$ cat src/rtl/nest_pkg.sv
package nest_pkg;
    localparam int NEST_LEVELS = 8;
    localparam int NEST_REG_W  = 32;

    typedef enum logic {
        NEST_OFF = 1'b0,
        NEST_ON  = 1'b1
    } nest_mode_e;
endpackage

$ cat src/rtl/nest_lowest_find.sv
module nest_lowest_find #(
    parameter int N     = 8,
    localparam int IDX_W = $clog2(N)
) (
    input  logic [N-1:0]     vec,
    output logic [N-1:0]     lowest_oh,
    output logic [IDX_W-1:0] lowest_idx,
    output logic             any_set
);
    logic [N:0] seen;

    assign seen[0] = 1'b0;

    for (genvar i = 0; i < N; i++) begin : g_scan
        assign seen[i+1]    = seen[i] | vec[i];
        assign lowest_oh[i] = vec[i] & ~seen[i];
    end

    assign any_set = seen[N];

    always_comb begin
        lowest_idx = '0;
        for (int i = N - 1; i >= 0; i--) begin
            if (vec[i]) begin
                lowest_idx = IDX_W'(i);
            end
        end
    end
endmodule

$ cat src/rtl/nest_level_decode.sv
module nest_level_decode #(
    parameter int N     = 8,
    localparam int IDX_W = $clog2(N)
) (
    input  logic             valid,
    input  logic [IDX_W-1:0] idx,
    output logic [N-1:0]     onehot
);
    for (genvar i = 0; i < N; i++) begin : g_dec
        assign onehot[i] = valid && (idx == IDX_W'(i));
    end
endmodule

$ cat src/rtl/nest_preempt_gate.sv
module nest_preempt_gate #(
    parameter int N     = 8,
    localparam int IDX_W = $clog2(N)
) (
    input  logic                 any_active,
    input  logic [IDX_W-1:0]     top_idx,
    input  logic [IDX_W-1:0]     req_idx,
    input  nest_pkg::nest_mode_e mode,
    output logic                 ok
);
    logic more_urgent;

    assign more_urgent = req_idx < top_idx;

    always_comb begin
        if (!any_active) begin
            ok = 1'b1;
        end else if (mode == nest_pkg::NEST_ON) begin
            ok = more_urgent;
        end else begin
            ok = 1'b0;
        end
    end
endmodule

$ cat src/rtl/nest_status_reg.sv
module nest_status_reg #(
    parameter int N_LEVELS = nest_pkg::NEST_LEVELS,
    parameter int REG_W    = nest_pkg::NEST_REG_W,
    localparam int IDX_W   = $clog2(N_LEVELS)
) (
    input  logic             clk,
    input  logic             rst_n,
    input  logic             wr_en,
    input  logic             ack_valid,
    input  logic [IDX_W-1:0] ack_level,
    input  logic             nest_en,
    input  logic [IDX_W-1:0] req_level,
    output logic [REG_W-1:0] rd_data,
    output logic             preempt_ok
);
    typedef struct packed {
        logic [N_LEVELS-1:0] lvl;
    } state_t;

    state_t state_q;
    state_t state_d;

    logic [N_LEVELS-1:0] top_oh;
    logic [IDX_W-1:0]    top_idx;
    logic                any_active;
    logic [N_LEVELS-1:0] ack_oh;
    nest_pkg::nest_mode_e mode;

    assign mode = nest_en ? nest_pkg::NEST_ON : nest_pkg::NEST_OFF;

    nest_lowest_find #(.N(N_LEVELS)) find_i (
        .vec        (state_q.lvl),
        .lowest_oh  (top_oh),
        .lowest_idx (top_idx),
        .any_set    (any_active)
    );

    nest_level_decode #(.N(N_LEVELS)) dec_i (
        .valid  (ack_valid),
        .idx    (ack_level),
        .onehot (ack_oh)
    );

    nest_preempt_gate #(.N(N_LEVELS)) gate_i (
        .any_active (any_active),
        .top_idx    (top_idx),
        .req_idx    (req_level),
        .mode       (mode),
        .ok         (preempt_ok)
    );

    // The clear is applied first, then the set.
    always_comb begin
        state_d = state_q;
        if (wr_en) begin
            state_d.lvl = state_d.lvl & ~top_oh;
        end
        state_d.lvl = state_d.lvl | ack_oh;
    end

    always_ff @(posedge clk or negedge rst_n) begin
        if (!rst_n) begin
            state_q <= '0;
        end else begin
            state_q <= state_d;
        end
    end

    assign rd_data = {{(REG_W - N_LEVELS){1'b0}}, state_q.lvl};
endmodule

$ cat config.mk
export PLATFORM = sky130hd
export DESIGN_NAME = nest_status_reg
export DESIGN_NICKNAME = d
export VERILOG_FILES = /design/src/rtl/nest_pkg.sv /design/src/rtl/nest_lowest_find.sv /design/src/rtl/nest_level_decode.sv /design/src/rtl/nest_preempt_gate.sv /design/src/rtl/nest_status_reg.sv
export SDC_FILE = /design/constraint.sdc
export NUM_CORES = 1
export LEC_CHECK = 0
export BUFFER_PORTS_ARGS = -buffer_cell sky130_fd_sc_hd__buf_2
export CORE_MARGIN = 5
export CORE_UTILIZATION = 36
export DETAILED_ROUTE_END_ITERATION = 8
export PLACE_DENSITY = 0.73
export SLEW_MARGIN = 10
export SYNTH_ARGS = -nofsm -noshare
export SYNTH_HDL_FRONTEND = slang
export SYNTH_SLANG_ARGS = --single-unit
$ cat constraint.sdc
create_clock -name clk -period 1.8 [get_ports clk]
set_clock_uncertainty 0.1 [all_clocks]
set_input_delay 0.27 -clock clk [delete_from_list [all_inputs] [get_ports clk]]
set_output_delay 0.27 -clock clk [all_outputs]
set_load 0.05 [all_outputs]
==> impl_metrics.ini, run 1 <==
[clock_network]
clock-root-buffer = clkbuf_4
clkLatencyLatePin_ps = 250
cts_max_path_buffers = 2
clk_pin_slew_worst_paths_ps = 60
cts-buffers-inserted = 3
h-tree-depth = 1
cts_tree = built
cts_setup_buffers = 0
cts_sinks = 8

[worst_setup_path]
start_kind = flop
r2r_slack_ps = 280
rr_endpoint = state_q[6]
critPathSlowestCell = dfrtp_2
path_class = reg -> out
regToRegStartpoint = state_q[3]
reg2regPathDepth = 5
arrival_ps = 2030
cp_top_family = compound AO/OA/AOI/OAI gates
startpoint = state_q[6]
slowest_delay_ps = 410
cp_cell_sequence = nor2_1, nor3_1, o31ai_1, ha_1, o21a_1, o21ai_1, nand3b_1, o22ai_4, buf_6
endpoint_kind = primary output
critPathRequiredTime_ps = 1430
cp_max_fo = 3
timing.critical_path.buf_inv = 1

[sta]
final.min_clock_period_ps = 2400
setup_viol = 1
max_freq_mhz = 417
finalMaxSlewViolations = 0
fin_crit_sh_pct = 133
hold_violations = 0
holdWs_ps = 146
rsz0062_at_grt = yes
tns_ps = -600
fin_ws_ps = -600

[logic_synthesis]
synth_seq_cells = 8
synth_top_area_share_pct = 30.4
synth_largest_area_cell = dfrtp_1
avgSynthCellArea_sq_um = 8.56
seq_area_frac_synth_pct = 30.4
synth_area_sq_um = 659
yosys_warnings = 0
ys_types = 21
synthCells = 77
synth_area_leaders = dfrtp_1 (30%), buf_4 (27%), o21ai_0 (4.6%)

[final_layout]
fillers = 177
most-common-layout-cells = conb_1 (24), buf_2 (18), buf_4 (13), nand2_1 (6)
largestRegisters = state_q x8
drive_gt1_share_pct = 40.7
final_common_cell = conb_1
postLayoutCoreUtil_pct = 49.9
regMostFlops = state_q
largest_register_ffs = 8
diodes = 0
stdcell_area_sq_um = 862
final_cells = 138
nNetsFinal = 127
syn_to_final_growth_pct = 30.7
register_area_sq_um = 205
multi_input_area_sq_um = 375

[placed_design]
place_area_sq_um = 812
dp_hpwl_mm = 1.26
dp_slack_ps = -455
io_buffers = 19
gp_congestion = 0.799
place_inst = 133

[drt]
vias_per_cell = 4.30
drt-initial-drc-count = 6
drt_pre_antenna_iters = 3
via_count = 593
drc = 0
routed_wl_mm = 1.44
post_drt_wl_per_cell_microns = 10.4
ant_nets = 0

[flow_run]
cap_violations = 0

[global_routing]
grt_start_max_net_pins = 9
met3_usage_pct = 1.71
met1_usage_pct = 14.2
busiest_layer = met2
grt_pass1_vias = 560
grt.met2_usage_pct = 19.2
grt_antenna_before_repair = 0
overflow = 0
grt_pass1_wl_mm = 2.36
grt_use_total_pct = 11.4

[floorplanning]
core-area_sq_mm = 0.00173
io_pins = 44
die_h_microns = 52.8
initial_utilization_pct = 38.2
rows = 15
die_x_microns = 52.8
dieArea_sq_mm = 0.00279

[hold_path]
hp-start = ack_level[0]
min_to = state_q[4]
worstHoldPathCells = 2
min_path_type = in -> reg

[run_status]
failed_checks = setup timing
status = finished, violations left

[pwr]
powerDensity_mw_per_mm2 = 1160
leakagePower_nw = 0.455
ir_drop_mv = 0.542
total_power_mw = 0.998
[cell families (layout without fill, tap and decap cells)]
family | Yosys count | after routing | synth area share, %
fa+ha+maj | 2 | 2 | 3.79
flops | 8 | 8 | 30.4
other cells | 1 | 24 | 0.569
buf+inv | 28 | 41 | 29.6
compound gates | 18 | 18 | 18.2
simple gates | 20 | 20 | 17.5
[worst max-delay path by stage]
stage | to | slack (ps) | cells past startpoint
floorplan | preempt_ok | -510 | 6
detailed placement | preempt_ok | -460 | 9
finish | preempt_ok | -600 | 9
global placement | preempt_ok | -390 | 7
global route | preempt_ok | -710 | 9
CTS | preempt_ok | -650 | 9
[repair_timing]
item,in CTS,in global routing
setup endpoints to repair,1,1
endpoints found under the hold margin,8,0
pin swaps,0,2
hold buffers,1,0
resized for setup,2,2
cloned,0,0
[layer usage]
| metal | vias up | part of all wire [%] |
|---|---|---|
| met3 | 4 | 9.9 |
| li1 | 288 | - |
| met1 | 272 | 40 |
| met2 | 29 | 49 |
| met4 | 0 | 0.97 |
| met5 | - | 0 |
[area by class of cell]
| cell class | count | area share [%] |
|---|---|---|
| clock buffer | 4 | 3.05 |
| inverter | 4 | 1.74 |
| multi-input combinational | 64 | 43.5 |
| sequential | 8 | 23.8 |
| tap | 25 | 3.63 |
| timing repair buffer | 33 | 24.2 |
[cell usage after synthesis (all sizes together)]
cell / n
buf: 24
o21ai: 10
dfrtp: 8
nand2: 8
inv: 4
nand2b: 4
nor2: 3
o31ai: 3
ha: 2
nor3: 2
a221oi: 1
conb: 1
nand3b: 1
nor4: 1
o21a: 1
o22ai: 1
o32ai: 1
o41ai: 1
or4: 1
[report_power, final]
group,total [mW],switching [mW],leakage (nW),internal (mW)
Clock,0.143,0.0581,0.0150,0.0846
Combinational,0.611,0.406,0.340,0.205
Sequential,0.244,0.0310,0.0994,0.213
No activity file was read; power rests on OpenSTA's default activity.
==> inputs of run 2 (changes only) <==
--- a/config.mk
+++ b/config.mk
@@ -5,11 +5,12 @@
 export SDC_FILE = /design/constraint.sdc
 export NUM_CORES = 1
 export LEC_CHECK = 0
+export ABC_AREA = 1
 export BUFFER_PORTS_ARGS = -buffer_cell sky130_fd_sc_hd__buf_2
 export CORE_MARGIN = 5
-export CORE_UTILIZATION = 36
+export CORE_UTILIZATION = 37
 export DETAILED_ROUTE_END_ITERATION = 8
-export PLACE_DENSITY = 0.73
+export PLACE_DENSITY = 0.74
 export SLEW_MARGIN = 10
 export SYNTH_ARGS = -nofsm -noshare
 export SYNTH_HDL_FRONTEND = slang
==> impl_metrics.ini, run 2 <==
[final_layout]
stdcell_area_sq_um = 941
nNetsFinal = 150
largest_register_ffs = 8
most-common-layout-cells = nand2_1 (24), conb_1 (24), buf_2 (18), buf_4 (15), inv_1 (12)
fillers = 159
largestRegisters = state_q x8
diodes = 0
drive_gt1_share_pct = 45.2
register_area_sq_um = 210
syn_to_final_growth_pct = 38.5
regMostFlops = state_q
multi_input_area_sq_um = 397
postLayoutCoreUtil_pct = 53.9

[logic_synthesis]
synth.most_common_cell = nand2_1
seq_area_frac_synth_pct = 29.5
synth_largest_area_cell = dfrtp_1
synth_seq_cells = 8
yosys_warnings = 0
avgSynthCellArea_sq_um = 6.93
synth.cells.most_frequent = nand2_1 (27), buf_4 (24), inv_1 (14)
synth_area_leaders = dfrtp_1 (29%), buf_4 (27%), nand2_1 (15%)
ys_types = 13
synth_edf_count = 0
synth_area_sq_um = 679
synth_top_area_share_pct = 29.5
async_reset_ff_share_pct = 100
synthCells = 98
synth_ff_type = dfrtp_1

[placed_design]
place_area_sq_um = 837
dp_hpwl_mm = 1.28
io_buffers = 19
gp_congestion = 0.775

[floorplanning]
rows = 15
dieArea_sq_mm = 0.00279
io_pins = 44
core-area_sq_mm = 0.00175
die_x_microns = 52.9
die_h_microns = 52.9
initial_utilization_pct = 38.9

[flow_run]
cap_violations = 0

[worst_setup_path]
start_kind = flop
endpoint_kind = primary output
arrival_ps = 1740
path_class = reg -> out
critPathRequiredTime_ps = 1430
cp_max_fo = 3

[global_routing]
grt_use_total_pct = 11.5
grt_start_max_net_pins = 9
grt_antenna_before_repair = 0
grt_pass1_vias = 605
grt_pass1_wl_mm = 2.37
overflow = 0

[run_status]
failed_checks = setup timing
status = finished, violations left

[pwr]
total_power_mw = 1.05
leakagePower_nw = 0.539
ir_drop_mv = 0.556
powerDensity_mw_per_mm2 = 1120

[sta]
hold_violations = 0
rsz0062_at_grt = yes
setup_viol = 1
fin_crit_sh_pct = 117
tns_ps = -312
fin_ws_ps = -312
max_freq_mhz = 473
holdWs_ps = 196
final.min_clock_period_ps = 2110
finalMaxSlewViolations = 0

[drt]
vias_per_cell = 3.94
ant_nets = 0
drt-initial-drc-count = 7
routed_wl_mm = 1.53
drt_pre_antenna_iters = 2
drc = 0
post_drt_wl_per_cell_microns = 9.56
via_count = 631

[hold_path]
min_path_type = in -> reg

[clock_network]
h-tree-depth = 1
cts_tree = built
clk_pin_slew_worst_paths_ps = 50
cts-buffers-inserted = 3
cts_max_path_buffers = 2
clkLatencyLatePin_ps = 260
cts_sinks = 8
clock-root-buffer = clkbuf_4
[run 2: changes by cell type in the layout (fill, tap and decap cells not counted), moves of 3 or more]
cell	change
nand2_1	+18
inv_1	+8
dfrtp_1	-4
dfrtp_2	+4
nand2b_1	-4
nor2_4	+4
o31ai_1	-3
[run 2: final timing paths]
| path | startpoint | endpoint | slack, ps | depth (start not counted) |
|---|---|---|---|---|
| max in group asynchronous | rst_n | state_q[0] | 1140 | 2 |
| max reg2reg | state_q[1] | state_q[5] | 390 | 5 |
| min in group asynchronous | rst_n | state_q[7] | 280 | 2 |
| min | wr_en | state_q[0] | 200 | 4 |
| max | state_q[4] | preempt_ok | -310 | 11 |
| min reg2reg | state_q[3] | state_q[3] | 540 | 3 |
[run 2: logic make-up (layout without fill, tap and decap cells)]
logic type	after synthesis	count (layout)	synth area share, %
simple gates	37	37	22.8
fa+ha+maj	2	2	3.68
compound gates	12	12	9.21
other cells	1	24	0.552
buf+inv	38	52	34.3
flops	8	8	29.5
[run 2: through the flow]
step | instances | setup slack (ps)
finish | 160 | -312
global route | 160 | -420
CTS | 158 | -325
detailed placement | 153 | -169
global placement | 153 | -133
floorplan | 121 | -83.8
[run 2: final cells by class]
class | instances | share of cell area [%]
Clock buffer | 3 | 2.39
Inverter | 14 | 5.59
Multi-Input combinational cell | 75 | 42.2
Sequential cell | 8 | 22.3
Tap cell | 25 | 3.32
Timing Repair Buffer | 35 | 24.2
[run 2: metal layers]
layer	part of all wire (%)	global-route usage [%]
met4	2.4	7.66
met1	37	12.2
met3	8.8	1.97
met5	0	0
met2	51	20.7
[run 2: worst max-delay path, stage by stage, from the launching register on]
cell	delay [ps]
dfrtp_2	420
nor2_4	140
inv_2	50
o21ai_2	100
nand2_1	70
ha_2	310
nand2_1	40
inv_1	40
nand2_1	50
nand2_2	70
nand2_4	50
buf_8	140
[run 2: power breakdown]
part | leakage (nW) | switching [mW] | internal (mW)
clock network | 0.0138 | 0.0598 | 0.0762
registers | 0.0935 | 0.0295 | 0.215
logic | 0.432 | 0.440 | 0.230
total | 0.539 | 0.530 | 0.520
[run 2: what timing repair did]
action                                  4_1_cts  5_1_grt
endpoints found under the setup margin        1        1
hold endpoints to repair                      8        0
pin swaps                                     6        7
setup buffers                                 1        2
hold buffers                                  1        0
gates resized for setup                       3       10
gates cloned                                  0        0
==> inputs of run 3 (changes only) <==
--- a/config.mk
+++ b/config.mk
@@ -7,10 +7,12 @@
 export LEC_CHECK = 0
 export ABC_AREA = 1
 export BUFFER_PORTS_ARGS = -buffer_cell sky130_fd_sc_hd__buf_2
+export CORE_ASPECT_RATIO = 0.8
 export CORE_MARGIN = 5
-export CORE_UTILIZATION = 37
+export CORE_UTILIZATION = 35
+export CTS_BUF_LIST = sky130_fd_sc_hd__clkbuf_8
 export DETAILED_ROUTE_END_ITERATION = 8
-export PLACE_DENSITY = 0.74
+export PLACE_DENSITY = 0.71
 export SLEW_MARGIN = 10
 export SYNTH_ARGS = -nofsm -noshare
 export SYNTH_HDL_FRONTEND = slang
==> impl_metrics.ini, run 3 (synthesized netlist as in run 2, its figures left out) <==
[clock_network]
cts_tree = built
cts_max_path_buffers = 2
clock-root-buffer = clkbuf_8
clk_pin_slew_worst_paths_ps = 40
clkLatencyLatePin_ps = 230
cts_sinks = 8
cts-buffers-inserted = 3
h-tree-depth = 1

[worst_setup_path]
r2r_slack_ps = 350
reg2regPathDepth = 5
arrival_ps = 1710
critPathRequiredTime_ps = 1430
regToRegStartpoint = state_q[1]
start_kind = flop
endpoint_kind = primary output
cp_max_fo = 3
rr_endpoint = state_q[5]
path_class = reg -> out

[global_routing]
grt_antenna_before_repair = 0
grt_pass1_wl_mm = 2.38
grt_start_max_net_pins = 9
grt_pass1_vias = 590
grt_use_total_pct = 10.4
overflow = 0

[pwr]
p_seq_share_pct = 22.2
powerDensity_mw_per_mm2 = 1170
p_int_mw = 0.567
clock_power_share_pct = 19.2
ir_drop_mv = 0.587
switchingPower_mw = 0.524
leakagePower_nw = 0.534
netSwitchingFraction_pct = 48.0
pwr-share-comb_pct = 58.6

[final_layout]
diodes = 0
postLayoutCoreUtil_pct = 50.0
regMostFlops = state_q
drive_gt1_share_pct = 42.4
syn_to_final_growth_pct = 36.6
nNetsFinal = 147
most-common-layout-cells = nand2_1 (24), conb_1 (24), buf_2 (18), inv_1 (13), buf_4 (12)
fillers = 196
largest_register_ffs = 8
largestRegisters = state_q x8

[sta]
rsz0062_at_grt = yes
hold_violations = 0
fin_crit_sh_pct = 115
final.min_clock_period_ps = 2080
max_freq_mhz = 482
finalMaxSlewViolations = 0
setup_viol = 1
fin_ws_ps = -276
tns_ps = -276

[hold_path]
worstHoldPathCells = 3
hp-start = ack_level[0]
min_path_type = in -> reg
min_to = state_q[5]

[drt]
post_drt_wl_per_cell_microns = 9.79
dr_wl_met2_microns = 772
drt-initial-drc-count = 5
routed_wl_mm = 1.53
top_layer_used = met4
via_count = 621
met3WireLength_microns = 129
drc = 0
met1_length_microns = 604
ant_nets = 0
drt_pre_antenna_iters = 4
vias_per_cell = 3.98

[floorplanning]
dieArea_sq_mm = 0.00293
rows = 14
initial_utilization_pct = 36.6
io_pins = 44
core-area_sq_mm = 0.00186
die_h_microns = 49.4
die_x_microns = 59.3

[run_status]
failed_checks = setup timing
status = finished, violations left

[placed_design]
io_buffers = 19
gp_congestion = 0.824
dp_hpwl_mm = 1.31

[flow_run]
cap_violations = 0
-- run 3: cell count changes in the layout (fill, tap and decap cells not counted), sizes merged --
cell,before,now
buf,34,31
-- run 3: layout make-up --
cell class / instances / area [sq um] / area share [%]
timing repair buffer: 32 / 205 / 22.1
inverter: 14 / 52.6 / 5.66
clock buffer: 3 / 41.3 / 4.45
tap: 24 / 30.0 / 3.23
multi-input combinational: 75 / 389 / 41.9
sequential: 8 / 210 / 22.6
-- run 3: routing by layer --
layer / track usage [%] / vias to the layer above
met5: 0 / -
met2: 16.4 / 24
li1: - / 322
met1: 12.9 / 273
met4: 4.53 / 0
met3: 3.17 / 2
-- run 3: repair_timing --
action,CTS,global route
hold buffers,1,0
pin swaps,3,1
endpoints found under the hold margin,8,0
gates resized for setup,5,5
setup buffers,0,0
setup endpoints to repair,1,1
-- run 3: worst max path at each step --
stage | start | to | cells past startpoint
after floorplan | state_q[1] | preempt_ok | 10
after global placement | state_q[5] | preempt_ok | 11
after detailed placement | state_q[1] | preempt_ok | 11
after CTS | state_q[4] | preempt_ok | 11
after global routing | state_q[0] | preempt_ok | 11
final | state_q[5] | preempt_ok | 11
-- run 3: per-stage QoR --
step	setup WS [ps]	instances	total power, mW	hold slack, ps	cell area [sq um]
after global placement	-132	152	0.812	12.4	836
after global routing	-360	156	1.16	251	928
after CTS	-297	156	1.08	234	912
after detailed placement	-185	152	0.826	13.9	836
after floorplan	-83.8	121	0.699	-126	801
final	-276	156	1.09	234	928
-- run 3: worst max-delay path: stages (launching register included) --
cell and delay [ps]:
dfrtp_2 410, nor2_4 140, inv_2 50, o21ai_2 100, nand2_1 60, ha_1 270, nand2_1 60, inv_1 30
nand2_1 70, nand2_2 70, nand2_4 70, buf_8 140
-- run 3: power by group through the flow --
stage | Combinational (mW) | Sequential, mW | Clock [mW]
after floorplan | 0.345 | 0.354 | 0
after global placement | 0.574 | 0.238 | 0
after detailed placement | 0.586 | 0.240 | 0
after CTS | 0.626 | 0.237 | 0.213
after global routing | 0.690 | 0.245 | 0.225
final | 0.639 | 0.242 | 0.210
